--- config.mk ---
export PLATFORM = sky130hd
export DESIGN_NAME = nvcfg_loader
export DESIGN_NICKNAME = d
export VERILOG_FILES = /design/src/rtl/nvcfg_pkg.sv /design/src/rtl/nvcfg_seq.sv /design/src/rtl/nvcfg_fields.sv /design/src/rtl/nvcfg_sram.sv /design/src/rtl/nvcfg_loader.sv
export SDC_FILE = /design/constraint.sdc
export NUM_CORES = 2
export LEC_CHECK = 0
export BUFFER_PORTS_ARGS = -buffer_cell sky130_fd_sc_hd__buf_2
export CAP_MARGIN = 15
export CORE_UTILIZATION = 30
export DETAILED_ROUTE_END_ITERATION = 10
export PLACE_DENSITY = 0.4
export RECOVER_POWER = 25
export SLEW_MARGIN = 20
export SYNTH_ARGS = -nofsm -noshare
export SYNTH_HDL_FRONTEND = slang
export SYNTH_SLANG_ARGS = --single-unit
--- constraint.sdc ---
create_clock -name clk -period 9.5 [get_ports clk]
set_clock_uncertainty 0.15 [all_clocks]
set_input_delay 0.475 -clock clk [delete_from_list [all_inputs] [get_ports clk]]
set_output_delay 0.475 -clock clk [all_outputs]
set_load 0.01 [all_outputs]
--- src/rtl/nvcfg_pkg.sv ---
package nvcfg_pkg;
  localparam logic [7:0] SIG_BYTE = 8'hA5;

  // image byte offsets decoded by the field registers
  localparam int OFF_MAC  = 1;
  localparam int MAC_LEN  = 6;
  localparam int OFF_FS   = 7;
  localparam int OFF_HS   = 8;
  localparam int OFF_FLG  = 9;
  localparam int OFF_PWR  = 10;
  localparam int OFF_VID  = 11;
  localparam int OFF_PID  = 13;
  localparam int LAST_MAC = OFF_MAC + MAC_LEN - 1;

  localparam logic [47:0] DEF_MAC = 48'hFFFF_FFFF_FFFF;
  localparam logic [7:0]  DEF_FS  = 8'h01;
  localparam logic [7:0]  DEF_HS  = 8'h04;
  localparam logic [7:0]  DEF_FLG = 8'h04;
  localparam int          STRAP_BIT = 1;
  localparam logic [7:0]  DEF_PWR = 8'hFA;
  localparam logic [15:0] DEF_VID = 16'h0424;
  localparam logic [15:0] DEF_PID = 16'h9730;

  typedef struct packed {
    logic [47:0] mac;
    logic [7:0]  fs;
    logic [7:0]  hs;
    logic [7:0]  flg;
    logic [7:0]  pwr;
    logic [15:0] vid;
    logic [15:0] pid;
  } cfg_t;

  typedef enum logic [1:0] {ST_IDLE, ST_ARM, ST_READ} ld_state_e;
endpackage

--- src/rtl/nvcfg_seq.sv ---
module nvcfg_seq
  import nvcfg_pkg::*;
#(
  parameter int IMG_BYTES = 512,
  parameter int TMO_W     = 16,
  localparam int ADDR_W   = $clog2(IMG_BYTES)
) (
  input  logic              clk,
  input  logic              rst_n,
  input  logic              usb_rst,
  input  logic [TMO_W-1:0]  timeout_cycles,
  output logic              ee_req,
  output logic [ADDR_W-1:0] ee_addr,
  input  logic              ee_ack,
  input  logic [7:0]        ee_data,
  output logic              busy,
  output logic              mac_only,
  output logic              byte_vld,
  output logic              apply_def,
  output logic              image_valid,
  output logic              load_done
);
  localparam logic [ADDR_W-1:0] LAST_FULL = ADDR_W'(IMG_BYTES - 1);
  localparam logic [ADDR_W-1:0] LAST_MACA = ADDR_W'(LAST_MAC);

  ld_state_e        state;
  logic             full;
  logic [TMO_W-1:0] wait_cnt;
  logic             take, tmo_hit, sig_bad, at_last, finish, fail;
  logic [ADDR_W-1:0] last_addr;

  assign take      = ee_req & ee_ack;
  assign tmo_hit   = ee_req & ~ee_ack & (wait_cnt >= timeout_cycles);
  assign sig_bad   = take & (ee_addr == '0) & (ee_data != SIG_BYTE);
  assign last_addr = full ? LAST_FULL : LAST_MACA;
  assign at_last   = take & ~sig_bad & (ee_addr == last_addr);
  assign fail      = sig_bad | tmo_hit;
  assign finish    = fail | at_last;

  assign byte_vld  = take & ~sig_bad;
  assign apply_def = fail & full;
  assign mac_only  = ~full;

  always_ff @(posedge clk or negedge rst_n) begin
    if (!rst_n) begin
      state       <= ST_ARM;
      full        <= 1'b1;
      ee_req      <= 1'b0;
      ee_addr     <= '0;
      wait_cnt    <= '0;
      busy        <= 1'b1;
      load_done   <= 1'b0;
      image_valid <= 1'b0;
    end else begin
      load_done <= 1'b0;
      unique case (state)
        ST_IDLE: begin
          if (usb_rst) begin
            state <= ST_ARM;
            full  <= 1'b0;
            busy  <= 1'b1;
          end
        end
        ST_ARM: begin
          ee_req   <= 1'b1;
          ee_addr  <= '0;
          wait_cnt <= '0;
          state    <= ST_READ;
        end
        ST_READ: begin
          if (finish) begin
            ee_req    <= 1'b0;
            busy      <= 1'b0;
            load_done <= 1'b1;
            state     <= ST_IDLE;
            if (full) image_valid <= ~fail;
          end else if (take) begin
            ee_addr  <= ee_addr + 1'b1;
            wait_cnt <= '0;
          end else begin
            wait_cnt <= wait_cnt + 1'b1;
          end
        end
        default: state <= ST_IDLE;
      endcase
    end
  end

  // a pending read keeps its address until acknowledged or abandoned
  a_r2_hold_addr: assert property (@(posedge clk) disable iff (!rst_n)
    ee_req && !ee_ack |=> !ee_req || $stable(ee_addr));

  // an acknowledged read is followed by the next address or by the end
  a_r2_next_addr: assert property (@(posedge clk) disable iff (!rst_n)
    ee_req && ee_ack |=> !ee_req || (ee_addr == $past(ee_addr) + 1'b1));

  // a wrong signature ends the load right after the first read
  a_r5_sig_stop: assert property (@(posedge clk) disable iff (!rst_n)
    ee_req && ee_ack && (ee_addr == '0) && (ee_data != SIG_BYTE)
    |=> !ee_req && load_done);

  // completion is a single-cycle pulse
  a_r9_done_pulse: assert property (@(posedge clk) disable iff (!rst_n)
    load_done |=> !load_done);

  // a reset pulse while busy does not change the running mode
  a_r12_ignore_usb: assert property (@(posedge clk) disable iff (!rst_n)
    busy && usb_rst && (state == ST_READ) |=> $stable(full));
endmodule

--- src/rtl/nvcfg_fields.sv ---
module nvcfg_fields
  import nvcfg_pkg::*;
#(
  parameter int IMG_BYTES = 512,
  localparam int ADDR_W   = $clog2(IMG_BYTES)
) (
  input  logic              clk,
  input  logic              rst_n,
  input  logic              wr,
  input  logic [ADDR_W-1:0] addr,
  input  logic [7:0]        data,
  input  logic              mac_only,
  input  logic              apply_def,
  input  logic              strap,
  output cfg_t              cfg
);
  int a;
  assign a = int'(addr);

  logic [7:0] def_flags;
  always_comb begin
    def_flags = DEF_FLG;
    def_flags[STRAP_BIT] = strap;
  end

  always_ff @(posedge clk or negedge rst_n) begin
    if (!rst_n) begin
      cfg <= '{mac: DEF_MAC, fs: DEF_FS, hs: DEF_HS, flg: DEF_FLG,
               pwr: DEF_PWR, vid: DEF_VID, pid: DEF_PID};
    end else if (apply_def) begin
      cfg <= '{mac: DEF_MAC, fs: DEF_FS, hs: DEF_HS, flg: def_flags,
               pwr: DEF_PWR, vid: DEF_VID, pid: DEF_PID};
    end else if (wr) begin
      if (a >= OFF_MAC && a <= LAST_MAC) cfg.mac[8*(a-OFF_MAC) +: 8] <= data;
      if (!mac_only) begin
        if (a == OFF_FS)      cfg.fs       <= data;
        if (a == OFF_HS)      cfg.hs       <= data;
        if (a == OFF_FLG)     cfg.flg      <= data;
        if (a == OFF_PWR)     cfg.pwr      <= data;
        if (a == OFF_VID)     cfg.vid[7:0]  <= data;
        if (a == OFF_VID + 1) cfg.vid[15:8] <= data;
        if (a == OFF_PID)     cfg.pid[7:0]  <= data;
        if (a == OFF_PID + 1) cfg.pid[15:8] <= data;
      end
    end
  end

  // a MAC-only reload never alters the non-MAC fields
  a_r7_mac_only: assert property (@(posedge clk) disable iff (!rst_n)
    mac_only && !apply_def |=> $stable(cfg.fs) && $stable(cfg.hs) &&
    $stable(cfg.flg) && $stable(cfg.pwr) && $stable(cfg.vid) && $stable(cfg.pid));
endmodule

--- src/rtl/nvcfg_sram.sv ---
module nvcfg_sram #(
  parameter int DEPTH   = 512,
  localparam int ADDR_W = $clog2(DEPTH)
) (
  input  logic              clk,
  input  logic              rst_n,
  input  logic              wr_en,
  input  logic [ADDR_W-1:0] wr_addr,
  input  logic [7:0]        wr_data,
  input  logic              locked,
  input  logic              rd_valid,
  output logic              rd_ready,
  input  logic [ADDR_W-1:0] rd_addr,
  output logic              rd_data_valid,
  output logic [7:0]        rd_data
);
  logic [7:0] mem [DEPTH];

  assign rd_ready = ~locked;

  always_ff @(posedge clk) begin
    if (wr_en) mem[wr_addr] <= wr_data;
    if (rd_valid && rd_ready) rd_data <= mem[rd_addr];
  end

  always_ff @(posedge clk or negedge rst_n) begin
    if (!rst_n) rd_data_valid <= 1'b0;
    else        rd_data_valid <= rd_valid & rd_ready;
  end

  // a request refused during loading yields no response
  a_r11_blocked: assert property (@(posedge clk) disable iff (!rst_n)
    rd_valid && !rd_ready |=> !rd_data_valid);

  // an accepted request answers on the next cycle
  a_r11_answer: assert property (@(posedge clk) disable iff (!rst_n)
    rd_valid && rd_ready |=> rd_data_valid);
endmodule

--- src/rtl/nvcfg_loader.sv ---
module nvcfg_loader
  import nvcfg_pkg::*;
#(
  parameter int IMG_BYTES = 512,
  parameter int TMO_W     = 16,
  localparam int ADDR_W   = $clog2(IMG_BYTES)
) (
  input  logic              clk,
  input  logic              rst_n,
  input  logic              usb_rst,
  input  logic              wake_strap,
  input  logic [TMO_W-1:0]  timeout_cycles,
  output logic              ee_req,
  output logic [ADDR_W-1:0] ee_addr,
  input  logic              ee_ack,
  input  logic [7:0]        ee_data,
  input  logic              rd_valid,
  output logic              rd_ready,
  input  logic [ADDR_W-1:0] rd_addr,
  output logic              rd_data_valid,
  output logic [7:0]        rd_data,
  output logic [47:0]       mac_addr,
  output logic [7:0]        fs_poll,
  output logic [7:0]        hs_poll,
  output logic [7:0]        cfg_flags,
  output logic [7:0]        max_power,
  output logic [15:0]       vendor_id,
  output logic [15:0]       product_id,
  output logic              image_valid,
  output logic              load_done,
  output logic              phy_disconnect
);
  logic busy, mac_only, byte_vld, apply_def;
  cfg_t cfg;

  nvcfg_seq #(.IMG_BYTES(IMG_BYTES), .TMO_W(TMO_W)) seq_i (
    .clk, .rst_n, .usb_rst, .timeout_cycles,
    .ee_req, .ee_addr, .ee_ack, .ee_data,
    .busy, .mac_only, .byte_vld, .apply_def, .image_valid, .load_done
  );

  nvcfg_fields #(.IMG_BYTES(IMG_BYTES)) fields_i (
    .clk, .rst_n, .wr(byte_vld), .addr(ee_addr), .data(ee_data),
    .mac_only, .apply_def, .strap(wake_strap), .cfg
  );

  nvcfg_sram #(.DEPTH(IMG_BYTES)) sram_i (
    .clk, .rst_n,
    .wr_en(byte_vld & ~mac_only), .wr_addr(ee_addr), .wr_data(ee_data),
    .locked(busy), .rd_valid, .rd_ready, .rd_addr, .rd_data_valid, .rd_data
  );

  assign phy_disconnect = busy;
  assign mac_addr   = cfg.mac;
  assign fs_poll    = cfg.fs;
  assign hs_poll    = cfg.hs;
  assign cfg_flags  = cfg.flg;
  assign max_power  = cfg.pwr;
  assign vendor_id  = cfg.vid;
  assign product_id = cfg.pid;

  // the PHY is released exactly when a load reports completion
  a_r9_release: assert property (@(posedge clk) disable iff (!rst_n)
    $fell(phy_disconnect) |-> load_done);
endmodule

==> impl_results.md <==
- Status: complete, but fails checks
- Failing checks: capacitance limit, slew limit
- CP Capture Type: register
- WHS Endpoint: sram_i.rd_data[6]$_DFFE_PP_
- Starting DRT DRC Count: 9,625
- Slew margin rel.: -339.0%
- WP data required: about 9.2 ns
- PortBufs: 173
- Mapped Area: 166,000 µm²
- Nets: roughly 9,000
- Dpl cell area: between 150,000 and 200,000 µm²
- Static leakage: approximately 60 nW
- Clock sink count: approximately 4,200
- Share of cells above drive strength 1: between 20% and 30%
- Clk buf depth: 4
- Synth Area per Inst: between 15 and 20 µm²
- Max stage delay on crit path: between 4 and 5 ns
- Fin. max-slew vios: between 2,000 and 2,500
- Net Count, Synth: ~8,500
- Hold Path Depth: 5
- CTS tree: yes
- Startpoint types: input pin
- R2r setup slk: 3.00 ns
- Post-DP HPWL: ~350 mm
- Synth Register Bits: between 4,000 and 5,000
- Core ar.: 550,000 µm²
- Sequential Area: around 130,000 µm²
- Std cell rows: around 270
- Final setup violation count: 0
- Routability congestion estimate from global placement: roughly 0.8
- Chip width: 745.8 µm
- Reg2reg path depth: 15
- Final worst-path cycle share: 79.56%
- Least-Margin Pin Slew: between 6 and 7 ns
- Layout area overhead: 15.61%
- Final setup margin: just under 2 ns
- Top cells by area, synth: edfxtp_1 74%, mux4_2 13%, nor2_1 1.8%
- Antenna-violating nets left: 0
- DRC: 0
- Post-synth top area cell: edfxtp_1
- Synth Warn #: 0
- Drt pass-1 iters: 5
- Critical Path, Cell by Cell: dlygate4sd3_1 > clkbuf_1 > clkdlybuf4s25_1
- H-Tree Depth: 5
- GRT overflow: 0
- Clock Latency Late Sink: about 1.0 ns
- Final Hold Viols: 0
- Max Fclk: 132.3 MHz
- Cell variety after synth: 76
- Worst min-delay path class: input pin to register
- Die area: about 560,000 µm²
- Resize count post-CTS: 0
- Design Area, Final: 191,900 µm²
- TNS Setup: 0 ns
- # IOs: about 170
- Initial core utilization: around 30%
- Reg-to-reg critical path startpoint: seq_i.ee_addr[0]$_DFFE_PN0P_
- Fin crit period: between 7 and 8 ns
- CP arrival: between 7 and 8 ns
- Total Routed Length: 557.2 mm
- Main synth FF type: edfxtp_1
- Post-synth EDFFs: about 4,100
- Fillers: around 50,000
- Slowest CP cell: clkdlybuf4s25_1
- Share of synthesized registers carrying an async set or reset: 3.413%
- Clk slew on worst S/H paths: roughly 0.060 ns
- CP max FO: approximately 130
- Hold path start: rd_addr[8]
- Power per cell area: 216.2 nW/µm²
- CTS root buf: clkbuf_16
- Most numerous cell in the Yosys netlist: edfxtp_1
- Initial antenna violation count: 54
- First-pass GRT wire length: about 760 mm
- Place WS: between 3 and 4 ns
- Die H: around 750 µm
- Gr usage total: about a fifth
- Worst VDD drop: between 150 and 200 µV
- Crit Reg-Reg Endpoint: fields_i.cfg[85]$_DFFE_PN1P_
- Routed vias: between 80,000 and 90,000
- Final core occ: around a third
- RSZ-0062 raised after global routing: no
- Vias per std cell: about 5.2
- Cell count after synthesis: 8,424
- Max-cap violations: 39
- Largest net degree at the start of global routing: 161
- Wire per inst: 33.83 µm
- Post-synth top cells: 4,104 x edfxtp_1, 964 x mux4_2, 781 x nor2_1, 464 x nand2_1, 308 x clkbuf_1
- Critical setup path kind: input pin to register
- Top-area cell type share of the netlist area: 74.25%
- Register area share after synthesis: 76.49%
- Total CTS buffers: around 460
- Footprint of the multi-input gates: around 37,000 µm²
- Vias in the first global route: around 90,000
## sequential cells by signal (all words and copies together) (netlist names), 2 cells and up
register	count
fields_i.cfg	112
seq_i.ee_addr	9
seq_i.state	2
seq_i.wait_cnt	16
sram_i.mem	4096
sram_i.rd_data	8
## per-stage QoR
step / std cells / total power [mW] / hold slack (ns)
floorplan: 8424 / 22.14 / 0.02941
global placement: 15590 / 23.51 / 0.3252
detailed placement: 15590 / 23.51 / 0.3309
CTS: 16460 / 41.91 / 0.04869
global route: 16460 / 42.65 / 0.1450
finish: 16470 / 41.49 / 0.1614
## logic make-up after synthesis
logic type	share of synthesized area (%)
simple gates	3.819
mux	15.09
flops	76.49
compound gates	2.980
buf+inv	1.312
xor+xnor	0.08970
fa+ha+maj	0.2261
## per-layer routing
layer | vias up | global-route usage [%] | share of wire, %
li1 | 35190 | - | -
met1 | 47280 | 27.89 | 44
met2 | 2938 | 31.50 | 47
met3 | 593 | 3.228 | 6.1
met4 | 0 | 4.157 | 2.2
met5 | - | 0 | 0
## critical path, delay by kind of cell
kind	cells	cell delay (ns)
buf+inv	3	6.10
## worst max-delay path by stage
stage,end,cells past startpoint,slack (ns),from
detailed placement,fields_i.cfg[82]$_DFFE_PN1P_,15,3.01,seq_i.ee_addr[0]$_DFFE_PN0P_
global route,sram_i.mem[385][5]$_DFFE_PP_,5,1.56,ee_data[5]
CTS,fields_i.cfg[82]$_DFFE_PN1P_,15,2.99,seq_i.ee_addr[0]$_DFFE_PN0P_
finish,sram_i.mem[509][7]$_DFFE_PP_,3,1.94,ee_data[7]
floorplan,fields_i.cfg[69]$_DFFE_PN1P_,17,4.30,seq_i.ee_addr[0]$_DFFE_PN0P_
global placement,sram_i.mem[433][1]$_DFFE_PP_,9,2.55,ee_data[6]
## cells in the final DEF, fill, tap and decap left out, types with 10 or more instances in the layout
cell           instances
a211oi_1              43
a21oi_1              144
a221oi_1              34
a22oi_1               18
a31oi_1               50
and2_1                11
and3_1                16
buf_12                29
buf_2                143
buf_4                179
bufinv_16             59
clkbuf_1             126
clkbuf_16            471
clkinv_1              98
clkinv_2             109
clkinvlp_4            18
dfrtp_1               75
dfstp_2               68
diode_2               15
dlygate4sd3_1         17
edfxtp_1            4104
ha_1                  30
inv_1                 32
mux2_2                60
mux2i_1              265
mux4_2               964
nand2_1              445
nand2b_1              28
nand3_1               86
nand4_1               21
nor2_1               768
nor2b_1               10
nor3_1                27
nor4_1                12
o211ai_1              37
o21ai_0              178
o221ai_1              65
o22ai_1              117
or3_1                 13
xnor2_1               11
## timing repair
action,in CTS,in global routing
buffers inserted,0,0
hold buffers,18,0
hold endpoints to repair,345,0
## area by class of cell
type	count	share of cell area, %
inverter	42	0.08738
timing repair buffer	430	1.619
multi-input combinational	3625	19.39
clock inverter	303	1.663
sequential	4249	66.16
tap	7261	4.735
clock buffer	547	6.322
antenna	15	0.01956
## power breakdown
group,leakage [nW],switching [mW],internal [mW]
registers,38.6,0.0290,20.6
logic,13.6,1.77,0.707
clock network,7.51,7.71,10.7
total,59.8,9.51,32.0
Power figures use the tool's default switching activity.
